### config.mk
export PLATFORM = sky130hd
export DESIGN_NAME = sram_ctl
export DESIGN_NICKNAME = d
export VERILOG_FILES = /design/src/rtl/sram_ctl_pkg.sv /design/src/rtl/sram_ctl_timer.sv /design/src/rtl/sram_ctl_seq.sv /design/src/rtl/sram_ctl_pins.sv /design/src/rtl/sram_ctl.sv
export SDC_FILE = /design/constraint.sdc
export NUM_CORES = 1
export LEC_CHECK = 0
export CAP_MARGIN = 5
export CELL_PAD_IN_SITES_DETAIL_PLACEMENT = 0
export CELL_PAD_IN_SITES_GLOBAL_PLACEMENT = 2
export CORE_AREA = 2 2 89 91
export CTS_CLUSTER_DIAMETER = 40
export DETAILED_ROUTE_END_ITERATION = 16
export DIE_AREA = 0 0 91 93
export DONT_BUFFER_PORTS = 1
export PLACE_DENSITY = 0.82
export SYNTH_ARGS = -nofsm -noshare
export SYNTH_HDL_FRONTEND = slang
export SYNTH_SLANG_ARGS = --single-unit
### constraint.sdc
create_clock -name clk_i -period 2.7 [get_ports clk_i]
set_clock_uncertainty 0.2 [all_clocks]
set_input_delay 0.135 -clock clk_i [delete_from_list [all_inputs] [get_ports clk_i]]
set_output_delay 0.135 -clock clk_i [all_outputs]
set_load 0.1 [all_outputs]
### src/rtl/sram_ctl_pkg.sv
`timescale 1ns/1ps
package sram_ctl_pkg;
  typedef enum logic [2:0] {
    ST_IDLE, ST_READ, ST_WTURN, ST_WDATA, ST_WHOLD, ST_WREC
  } st_e;

  function automatic int ns2cyc(input int ns, input int per);
    int c;
    c = (ns + per - 1) / per;
    return (c < 1) ? 1 : c;
  endfunction

  function automatic int imax(input int a, input int b);
    return (a > b) ? a : b;
  endfunction
endpackage

### src/rtl/sram_ctl_timer.sv
`timescale 1ns/1ps
module sram_ctl_timer #(
  parameter int CW = 4
) (
  input  logic          clk_i,
  input  logic          rst_ni,
  input  logic          load_i,
  input  logic [CW-1:0] val_i,
  output logic          expired_o
);
  logic [CW-1:0] cnt_q;

  always_ff @(posedge clk_i or negedge rst_ni) begin
    if (!rst_ni)            cnt_q <= '0;
    else if (load_i)        cnt_q <= val_i;
    else if (cnt_q != '0)   cnt_q <= cnt_q - 1'b1;
  end

  assign expired_o = (cnt_q == '0);
endmodule

### src/rtl/sram_ctl_seq.sv
`timescale 1ns/1ps
module sram_ctl_seq
  import sram_ctl_pkg::*;
#(
  parameter int CW       = 4,
  parameter int RD_CYC   = 11,
  parameter int TURN_CYC = 4,
  parameter int DATA_CYC = 5,
  parameter int REC_CYC  = 1
) (
  input  logic          clk_i,
  input  logic          rst_ni,
  input  logic          req_i,
  input  logic          we_i,
  input  logic [1:0]    be_i,
  input  logic          expired_i,
  output logic          load_o,
  output logic [CW-1:0] load_val_o,
  output logic          take_o,
  output logic          cap_o,
  output st_e           st_d_o,
  output logic          done_o
);
  st_e  st_q, st_d;
  logic fin, done_q;

  always_comb begin
    st_d       = st_q;
    load_o     = 1'b0;
    load_val_o = '0;
    take_o     = 1'b0;
    cap_o      = 1'b0;
    fin        = 1'b0;
    unique case (st_q)
      ST_IDLE: if (req_i) begin
        if (be_i == 2'b00) fin = 1'b1;
        else begin
          take_o = 1'b1;
          load_o = 1'b1;
          if (we_i) begin
            st_d       = ST_WTURN;
            load_val_o = CW'(TURN_CYC - 1);
          end else begin
            st_d       = ST_READ;
            load_val_o = CW'(RD_CYC - 1);
          end
        end
      end
      ST_READ: if (expired_i) begin
        cap_o = 1'b1;
        fin   = 1'b1;
        st_d  = ST_IDLE;
      end
      ST_WTURN: if (expired_i) begin
        st_d       = ST_WDATA;
        load_o     = 1'b1;
        load_val_o = CW'(DATA_CYC - 1);
      end
      ST_WDATA: if (expired_i) begin
        st_d   = ST_WHOLD;
        load_o = 1'b1;
      end
      ST_WHOLD: begin
        st_d       = ST_WREC;
        load_o     = 1'b1;
        load_val_o = CW'(REC_CYC - 1);
      end
      ST_WREC: if (expired_i) begin
        fin  = 1'b1;
        st_d = ST_IDLE;
      end
      default: st_d = ST_IDLE;
    endcase
  end

  always_ff @(posedge clk_i or negedge rst_ni) begin
    if (!rst_ni) begin
      st_q   <= ST_IDLE;
      done_q <= 1'b0;
    end else begin
      st_q   <= st_d;
      done_q <= fin;
    end
  end

  assign st_d_o = st_d;
  assign done_o = done_q;


  zero_mask_done_chk: assert property (@(posedge clk_i) disable iff (!rst_ni)
    (st_q == ST_IDLE && req_i && be_i == 2'b00) |=> done_o);

  busy_no_take_chk: assert property (@(posedge clk_i) disable iff (!rst_ni)
    (st_q != ST_IDLE) |-> !take_o);
endmodule

### src/rtl/sram_ctl_pins.sv
`timescale 1ns/1ps
module sram_ctl_pins
  import sram_ctl_pkg::*;
#(
  parameter int AW       = 17,
  parameter int DW       = 16,
  parameter int TURN_CYC = 4,
  parameter int WE_MIN   = 9,
  parameter int CW       = 4
) (
  input  logic          clk_i,
  input  logic          rst_ni,
  input  st_e           st_d_i,
  input  logic          take_i,
  input  logic          cap_i,
  input  logic [AW-1:0] addr_i,
  input  logic [DW-1:0] wdata_i,
  input  logic [1:0]    be_i,
  input  logic [DW-1:0] dq_i,
  output logic [DW-1:0] rdata_o,
  output logic [AW-1:0] addr_o,
  output logic [DW-1:0] dq_o,
  output logic          dq_oe_o,
  output logic          ce_no,
  output logic          oe_no,
  output logic          we_no,
  output logic          ub_no,
  output logic          lb_no
);
  localparam int LCW = CW + 2;

  logic [1:0]  mask_q, mask_d;
  logic        ce_n_d, oe_n_d, we_n_d, dq_oe_d;

  assign mask_d  = take_i ? be_i : mask_q;
  assign ce_n_d  = !(st_d_i inside {ST_READ, ST_WTURN, ST_WDATA, ST_WHOLD});
  assign oe_n_d  = (st_d_i != ST_READ);
  assign we_n_d  = !(st_d_i inside {ST_WTURN, ST_WDATA});
  assign dq_oe_d = (st_d_i inside {ST_WDATA, ST_WHOLD});

  always_ff @(posedge clk_i or negedge rst_ni) begin
    if (!rst_ni) begin
      mask_q  <= '0;
      addr_o  <= '0;
      dq_o    <= '0;
      rdata_o <= '0;
      ce_no   <= 1'b1;
      oe_no   <= 1'b1;
      we_no   <= 1'b1;
      ub_no   <= 1'b1;
      lb_no   <= 1'b1;
      dq_oe_o <= 1'b0;
    end else begin
      mask_q <= mask_d;
      if (take_i) begin
        addr_o <= addr_i;
        dq_o   <= wdata_i;
      end
      if (cap_i) rdata_o <= dq_i;
      ce_no   <= ce_n_d;
      oe_no   <= oe_n_d;
      we_no   <= we_n_d;
      lb_no   <= ce_n_d | !mask_d[0];
      ub_no   <= ce_n_d | !mask_d[1];
      dq_oe_o <= dq_oe_d;
    end
  end

  // cycles write enable has been low, saturating; checker use only
  logic [LCW-1:0] we_lo_cnt;
  always_ff @(posedge clk_i or negedge rst_ni) begin
    if (!rst_ni)                  we_lo_cnt <= '0;
    else if (we_no)               we_lo_cnt <= '0;
    else if (we_lo_cnt != '1)     we_lo_cnt <= we_lo_cnt + 1'b1;
  end


  oe_we_excl_chk: assert property (@(posedge clk_i) disable iff (!rst_ni)
    !(!oe_no && !we_no));

  lane_sel_chk: assert property (@(posedge clk_i) disable iff (!rst_ni)
    !ce_no |-> !(ub_no && lb_no));

  drive_oe_chk: assert property (@(posedge clk_i) disable iff (!rst_ni)
    dq_oe_o |-> oe_no);

  turn_wait_chk: assert property (@(posedge clk_i) disable iff (!rst_ni)
    $rose(dq_oe_o) |-> (!we_no && we_lo_cnt >= LCW'(TURN_CYC)));

  we_pulse_chk: assert property (@(posedge clk_i) disable iff (!rst_ni)
    $rose(we_no) |-> (we_lo_cnt >= LCW'(WE_MIN) && dq_oe_o));

  addr_hold_chk: assert property (@(posedge clk_i) disable iff (!rst_ni)
    (!ce_no && $past(!ce_no)) |-> $stable(addr_o));
endmodule

### src/rtl/sram_ctl.sv
`timescale 1ns/1ps
module sram_ctl
  import sram_ctl_pkg::*;
#(
  parameter int AW            = 17,
  parameter int DW            = 16,
  parameter int CLK_PERIOD_NS = 5,
  parameter int T_RC_NS       = 55,
  parameter int T_AA_NS       = 55,
  parameter int T_WC_NS       = 55,
  parameter int T_WP_NS       = 45,
  parameter int T_DW_NS       = 25,
  parameter int T_WZ_NS       = 20,
  parameter int T_OHZ_NS      = 20
) (
  input  logic          clk_i,
  input  logic          rst_ni,
  input  logic          req_i,
  input  logic          we_i,
  input  logic [AW-1:0] addr_i,
  input  logic [DW-1:0] wdata_i,
  input  logic [1:0]    be_i,
  output logic [DW-1:0] rdata_o,
  output logic          done_o,
  output logic [AW-1:0] sram_addr_o,
  output logic [DW-1:0] sram_dq_o,
  output logic          sram_dq_oe_o,
  input  logic [DW-1:0] sram_dq_i,
  output logic          sram_ce_no,
  output logic          sram_oe_no,
  output logic          sram_we_no,
  output logic          sram_ub_no,
  output logic          sram_lb_no
);
  localparam int RD_CYC   = imax(ns2cyc(T_AA_NS, CLK_PERIOD_NS), ns2cyc(T_RC_NS, CLK_PERIOD_NS));
  localparam int TURN_CYC = imax(ns2cyc(T_WZ_NS, CLK_PERIOD_NS), ns2cyc(T_OHZ_NS, CLK_PERIOD_NS));
  localparam int DATA_CYC = imax(imax(ns2cyc(T_DW_NS, CLK_PERIOD_NS),
                                      ns2cyc(T_WP_NS, CLK_PERIOD_NS) - TURN_CYC), 1);
  localparam int REC_CYC  = imax(ns2cyc(T_WC_NS, CLK_PERIOD_NS) - TURN_CYC - DATA_CYC - 1, 1);
  localparam int MAX_CYC  = imax(imax(RD_CYC, TURN_CYC), imax(DATA_CYC, REC_CYC));
  localparam int CW       = $clog2(MAX_CYC + 1);

  logic          load, take, cap, expired;
  logic [CW-1:0] load_val;
  st_e           st_d;

  sram_ctl_timer #(.CW(CW)) u_timer (
    .clk_i, .rst_ni,
    .load_i(load), .val_i(load_val), .expired_o(expired)
  );

  sram_ctl_seq #(
    .CW(CW), .RD_CYC(RD_CYC), .TURN_CYC(TURN_CYC),
    .DATA_CYC(DATA_CYC), .REC_CYC(REC_CYC)
  ) u_seq (
    .clk_i, .rst_ni, .req_i, .we_i, .be_i,
    .expired_i(expired), .load_o(load), .load_val_o(load_val),
    .take_o(take), .cap_o(cap), .st_d_o(st_d), .done_o
  );

  sram_ctl_pins #(
    .AW(AW), .DW(DW), .TURN_CYC(TURN_CYC),
    .WE_MIN(TURN_CYC + DATA_CYC), .CW(CW)
  ) u_pins (
    .clk_i, .rst_ni, .st_d_i(st_d), .take_i(take), .cap_i(cap),
    .addr_i, .wdata_i, .be_i, .dq_i(sram_dq_i), .rdata_o,
    .addr_o(sram_addr_o), .dq_o(sram_dq_o), .dq_oe_o(sram_dq_oe_o),
    .ce_no(sram_ce_no), .oe_no(sram_oe_no), .we_no(sram_we_no),
    .ub_no(sram_ub_no), .lb_no(sram_lb_no)
  );


  rdata_only_on_done_chk: assert property (@(posedge clk_i) disable iff (!rst_ni)
    !$stable(rdata_o) |-> done_o);
endmodule

## After elaboration in Yosys (flattened, before gate mapping)

Cells that the tools add are included.

- Add/sub/neg operators: 1
- Multiplexer cells: 24
- Reductions and logical operators: 14
- Equality and inequality tests: 10
- Bitwise logic cells: 2

Operators with widths:

| operator | number |
|---|---|
| two-way mux 4 bit | 5 |
| two-way mux 3 bit | 6 |
| one-hot mux 3 bit (5 select lines) | 1 |
| equality test 3 x 2 -> 1 bit (second input constant) | 4 |
| equality test 3 bit (second input constant) | 3 |
| one-hot mux 4 bit (2 select lines) | 1 |
| nonzero test 4 bit | 2 |
| two-way mux 1 bit | 7 |
| equality test 3 x 1 -> 1 bit (second input constant) | 2 |
| nonzero test 2 bit | 3 |
| logical NOT 1 bit | 4 |
| logical NOT 4 bit | 1 |
| two-way mux 2 bit | 2 |
| OR reduction 2 bit | 2 |
| subtractor 4 x 1 -> 4 bit (second input constant) | 1 |
| logical NOT 3 bit | 1 |
| inequality test 3 x 1 -> 1 bit (second input constant) | 1 |
| one-hot mux 1 bit (3 select lines) | 1 |
| logical NOT 2 bit | 1 |
| bitwise OR 1 bit | 2 |
| one-hot mux 1 bit (2 select lines) | 1 |

- Output and inout bits: 56
- Register bits after elaboration: 65
- Word-level logic and storage cells: 64

## Longest topological paths before layout

- Depth in word-level cells: 8
- Mapped depth: 6
- Gate-level depth less buffers: 6

## By module

From an unflattened synthesis, not the netlist that was laid out.

- Cell total of the unflattened synthesis: 177
- Area, all modules: 2810.2 um^2

By module, submodules not included:

| module | cells an instance | area each (um^2) | times used |
|---|---|---|---|
| sram_ctl_pins | 125 | 2307.2 | 1 |
| sram_ctl_seq | 30 | 269.0 | 1 |
| sram_ctl_timer | 22 | 234.0 | 1 |

## Least setup slack after synthesis

Ideal clock, no wire load.

- Kind: reg-to-reg
- Start point: register u_timer.cnt_q[0]
- End point: register u_pins.rdata_o[10]
- Required time: 2.372 ns
- Period minus slack after synthesis: 1.985 ns
- Setup time: 0.128 ns
- Data arrival time: 1.657 ns
- Path slack: 0.715 ns
- Cell stages (with the launch flop): 7
- Path through: dfrtp_1 inv_1 ha_1 nor3b_4 nand3_4 buf_4 mux2_1

- Longest elaborated chain between the ends: 3

Ends and longest elaborated chain:

| element | RTL line | RTL |
|---|---|---|
| from (decl) | sram_ctl_timer.sv:11 | `logic [CW-1:0] cnt_q;` |
| from (signal assigned) | sram_ctl_timer.sv:15 | `else if (load_i) cnt_q <= val_i;` |
| from (signal assigned) | sram_ctl_timer.sv:16 | `else if (cnt_q != '0) cnt_q <= cnt_q - 1'b1;` |
| logical NOT 4 bit | sram_ctl_timer.sv:19 | `assign expired_o = (cnt_q == '0);` |
| two-way mux 1 bit | sram_ctl_seq.sv:49 | `ST_READ: if (expired_i) begin` |
| two-way mux 1 bit | sram_ctl_seq.sv:34 | `unique case (st_q)` |
| to (signal assigned) | sram_ctl_pins.sv:59 | `if (cap_i) rdata_o <= dq_i;` |
| to (decl) | sram_ctl_pins.sv:20 | `output logic [DW-1:0] rdata_o,` |

Every way passes these cells.
A chain may end at the register's enable or synchronous reset.

## Worst setup path in the final report

- Start point: register u_timer.cnt_q[0]
- End point: register u_pins.rdata_o[8]

Same word-level chain as after synthesis.

==> results.sh <==
export IMPL_cp_start_kind="register"
export IMPL_crit_family="simple AND/OR/NAND/NOR gates"
export IMPL_cts_tree="done"
export IMPL_syn_avg_cell_area_um2=10.3
export IMPL_ys_seq_area_frac=0.625
export IMPL_cp_data_required_time_ns=2.71
export IMPL_area_growth_pct=46.7
export IMPL_cts_setup_buffers=0
export IMPL_cts_buffers=9
export IMPL_worst_pin_slew_ns=0.914
export IMPL_multi_input_area_um2=931
export IMPL_synth_commonest_cells="106 x nand2_1, 60 x dfrtp_1, 10 x mux2_1, 10 x nor2_1, 7 x o21ai_0"
export IMPL_yosys_cell_types_count=37
export IMPL_path_clk_slew_ns=0.07
export IMPL_fin_crit_sh=0.794
export IMPL_setup_viol=0
export IMPL_rsz0062_at_grt="false"
export IMPL_io_pins=111
export IMPL_cpMaxStageDelayCell="nor3b_4"
export IMPL_finalNetCount=404
export IMPL_crit_fanout=16
export IMPL_grt_max_degree=66
export IMPL_antenna_found_initial=0
export IMPL_antenna_cells=0
export IMPL_h_tree_depth=3
export IMPL_ys_warn_count=0
export IMPL_drc=0
export IMPL_wl_per_cell_um=13.8
export IMPL_worstPathBufferInverterCount=1
export IMPL_synth_seq_cells=65
export IMPL_layout_area_seq_um2=1630
export IMPL_path_cells="inv_1 > ha_1 > nor3b_4 > nand3_4 > mux2_1"
export IMPL_clk_latency_ns=0.33
export IMPL_n_fill_cell=709
export IMPL_drive_above_1_share=0.201
export IMPL_dp_hpwl_um=3970
export IMPL_critical_path_startpoint="u_timer.cnt_q[0]"
export IMPL_drv_slew=0
export IMPL_async_flop_share=1.00
export IMPL_vias=2045
export IMPL_drt_vias_per_instance=4.49
export IMPL_max_cap_violations=0
export IMPL_syn_inst=253
export IMPL_synth_most_common_cell="nand2_1"
export IMPL_synth_top_cell_area_share=0.575
export IMPL_grt_pass1_wl_um=10400
export IMPL_dieArea_um2=8460
export IMPL_port_buffers=0
export IMPL_gr_total_overflow=0
export IMPL_max_slew_margin=0.391
export IMPL_globalplace_congestion=0.734
export IMPL_die_h_um=93
export IMPL_dr_pass1_iters=5
export IMPL_postRouteAntennaNets=0
export IMPL_coreArea_um2=7530
export IMPL_synth_ff_type="dfrtp_1"
export IMPL_status="finished, final reports clean"
export IMPL_synth_edf_count=0
export IMPL_initial_core_util=0.347
export IMPL_synth_area_um2=2610
export IMPL_yosysTopAreaCell="dfrtp_1"
export IMPL_grt_total_usage=0.157
export IMPL_synth_fp_nets=309
export IMPL_wl_um=6300
export IMPL_crit_path_end_kind="register"
export IMPL_reg2reg_from="u_timer.cnt_q[0]"
export IMPL_fin_crit_ns=2.14
export IMPL_cts_root_buf="clkbuf_8"
export IMPL_num_rows=32
export IMPL_clk_path_buf_depth=2
export IMPL_critical_path_class="register to register"
export IMPL_postCtsResizedCells=0
export IMPL_hold_violations=0
export IMPL_dieWidth_um=91
export IMPL_clock_fmax_mhz=467
export IMPL_dr_first_iter_drc_count=50
export IMPL_finalSetupTns_ns=0
export IMPL_cpPeakStageDelay_ns=0.45
export IMPL_cts_sinks=65
export IMPL_hold_buffers=57
export IMPL_grt_pass1_vias=2073
export IMPL_hold_path_class="primary input to async pin"
export IMPL_synthTopCellsByArea="dfrtp_1 57%, nand2_1 15%, dfstp_2 5.0%, mux2_1 4.3%, mux2_2 2.6%"
export IMPL_crit_arrival_ns=2.16
worst paths after layout:
kind | endpoint | slack, ns | cells after the start
setup / recovery | u_pins.rdata_o[8] | 0.56 | 5
hold / removal | u_pins.dq_o[2] | 0.15 | 2
setup reg to reg | u_pins.rdata_o[8] | 0.56 | 5
hold reg to reg | u_pins.dq_o[5] | 0.28 | 2
max in group asynchronous | u_pins.lb_no | 1.82 | 2
min in group clk_i | u_pins.dq_o[14] | 0.25 | 3
layout by cell type, fill, tap and decap left out, types with 3 or more instances in the layout:
cell type / netlist / layout
bufinv_16: 0 / 3
dfstp_2: 5 / 5
buf_4: 1 / 39
clkbuf_8: 0 / 10
a21oi_1: 4 / 4
dlygate4sd3_1: 0 / 56
nand2_1: 106 / 106
mux2_1: 10 / 10
dfrtp_1: 60 / 60
nor2_1: 10 / 10
o21ai_0: 7 / 7
mux2_2: 6 / 6
state kept, by name, indices dropped and copies added (netlist names), 2 cells and up:
| name | count |
|---|---|
| u_pins.addr_o | 17 |
| u_timer.cnt_q | 4 |
| u_pins.rdata_o | 16 |
| u_pins.dq_o | 16 |
| u_seq.st_q | 3 |
| u_pins.mask_q | 2 |
cells by family (layout without fill, tap and decap cells):
family,after synthesis,count (layout),synth area share
AND/OR/NAND/NOR,135,135,0.225
flip-flops,65,65,0.625
AO/OA/AOI/OAI,20,20,0.0469
multiplexers,17,17,0.0728
buffers and inverters,14,114,0.0220
adder cells (fa/ha/maj),1,1,0.00479
XOR/XNOR,1,1,0.00335
per-layer routing:
layer / vias to the layer above / wire length (um) / track usage / share of wire
li1: 1008 / - / - / -
met5: - / 0 / 0 / 0
met3: 8 / 358 / 0.0395 / 0.057
met4: 0 / 106 / 0.0720 / 0.017
met1: 968 / 2670 / 0.199 / 0.42
met2: 61 / 3160 / 0.254 / 0.50
area by class of cell:
class,instances,area share
multi-input combinational,174,0.243
clock buffer,10,0.0359
timing repair buffer,96,0.230
inverter,2,0.00196
clock inverter,6,0.0300
tap,102,0.0333
sequential,65,0.426
stage by stage:
stage | util | hold slack, ns | cell area [um^2] | std cells | setup slack (ns)
2_1_floorplan | - | -0.361 | 2610 | 253 | 0.715
3_3_place_gp | 0.397 | -0.359 | 2990 | 382 | 0.647
3_5_place_dp | 0.397 | -0.359 | 2990 | 382 | 0.554
4_1_cts | 0.509 | 0.168 | 3830 | 455 | 0.541
5_1_grt | 0.509 | 0.185 | 3830 | 455 | 0.398
6_report | 0.509 | 0.146 | 3830 | 455 | 0.558
Power is left out: the tool's default activity adds up to more than one toggle a clock period on the data nets, which glitch-free logic cannot reach.
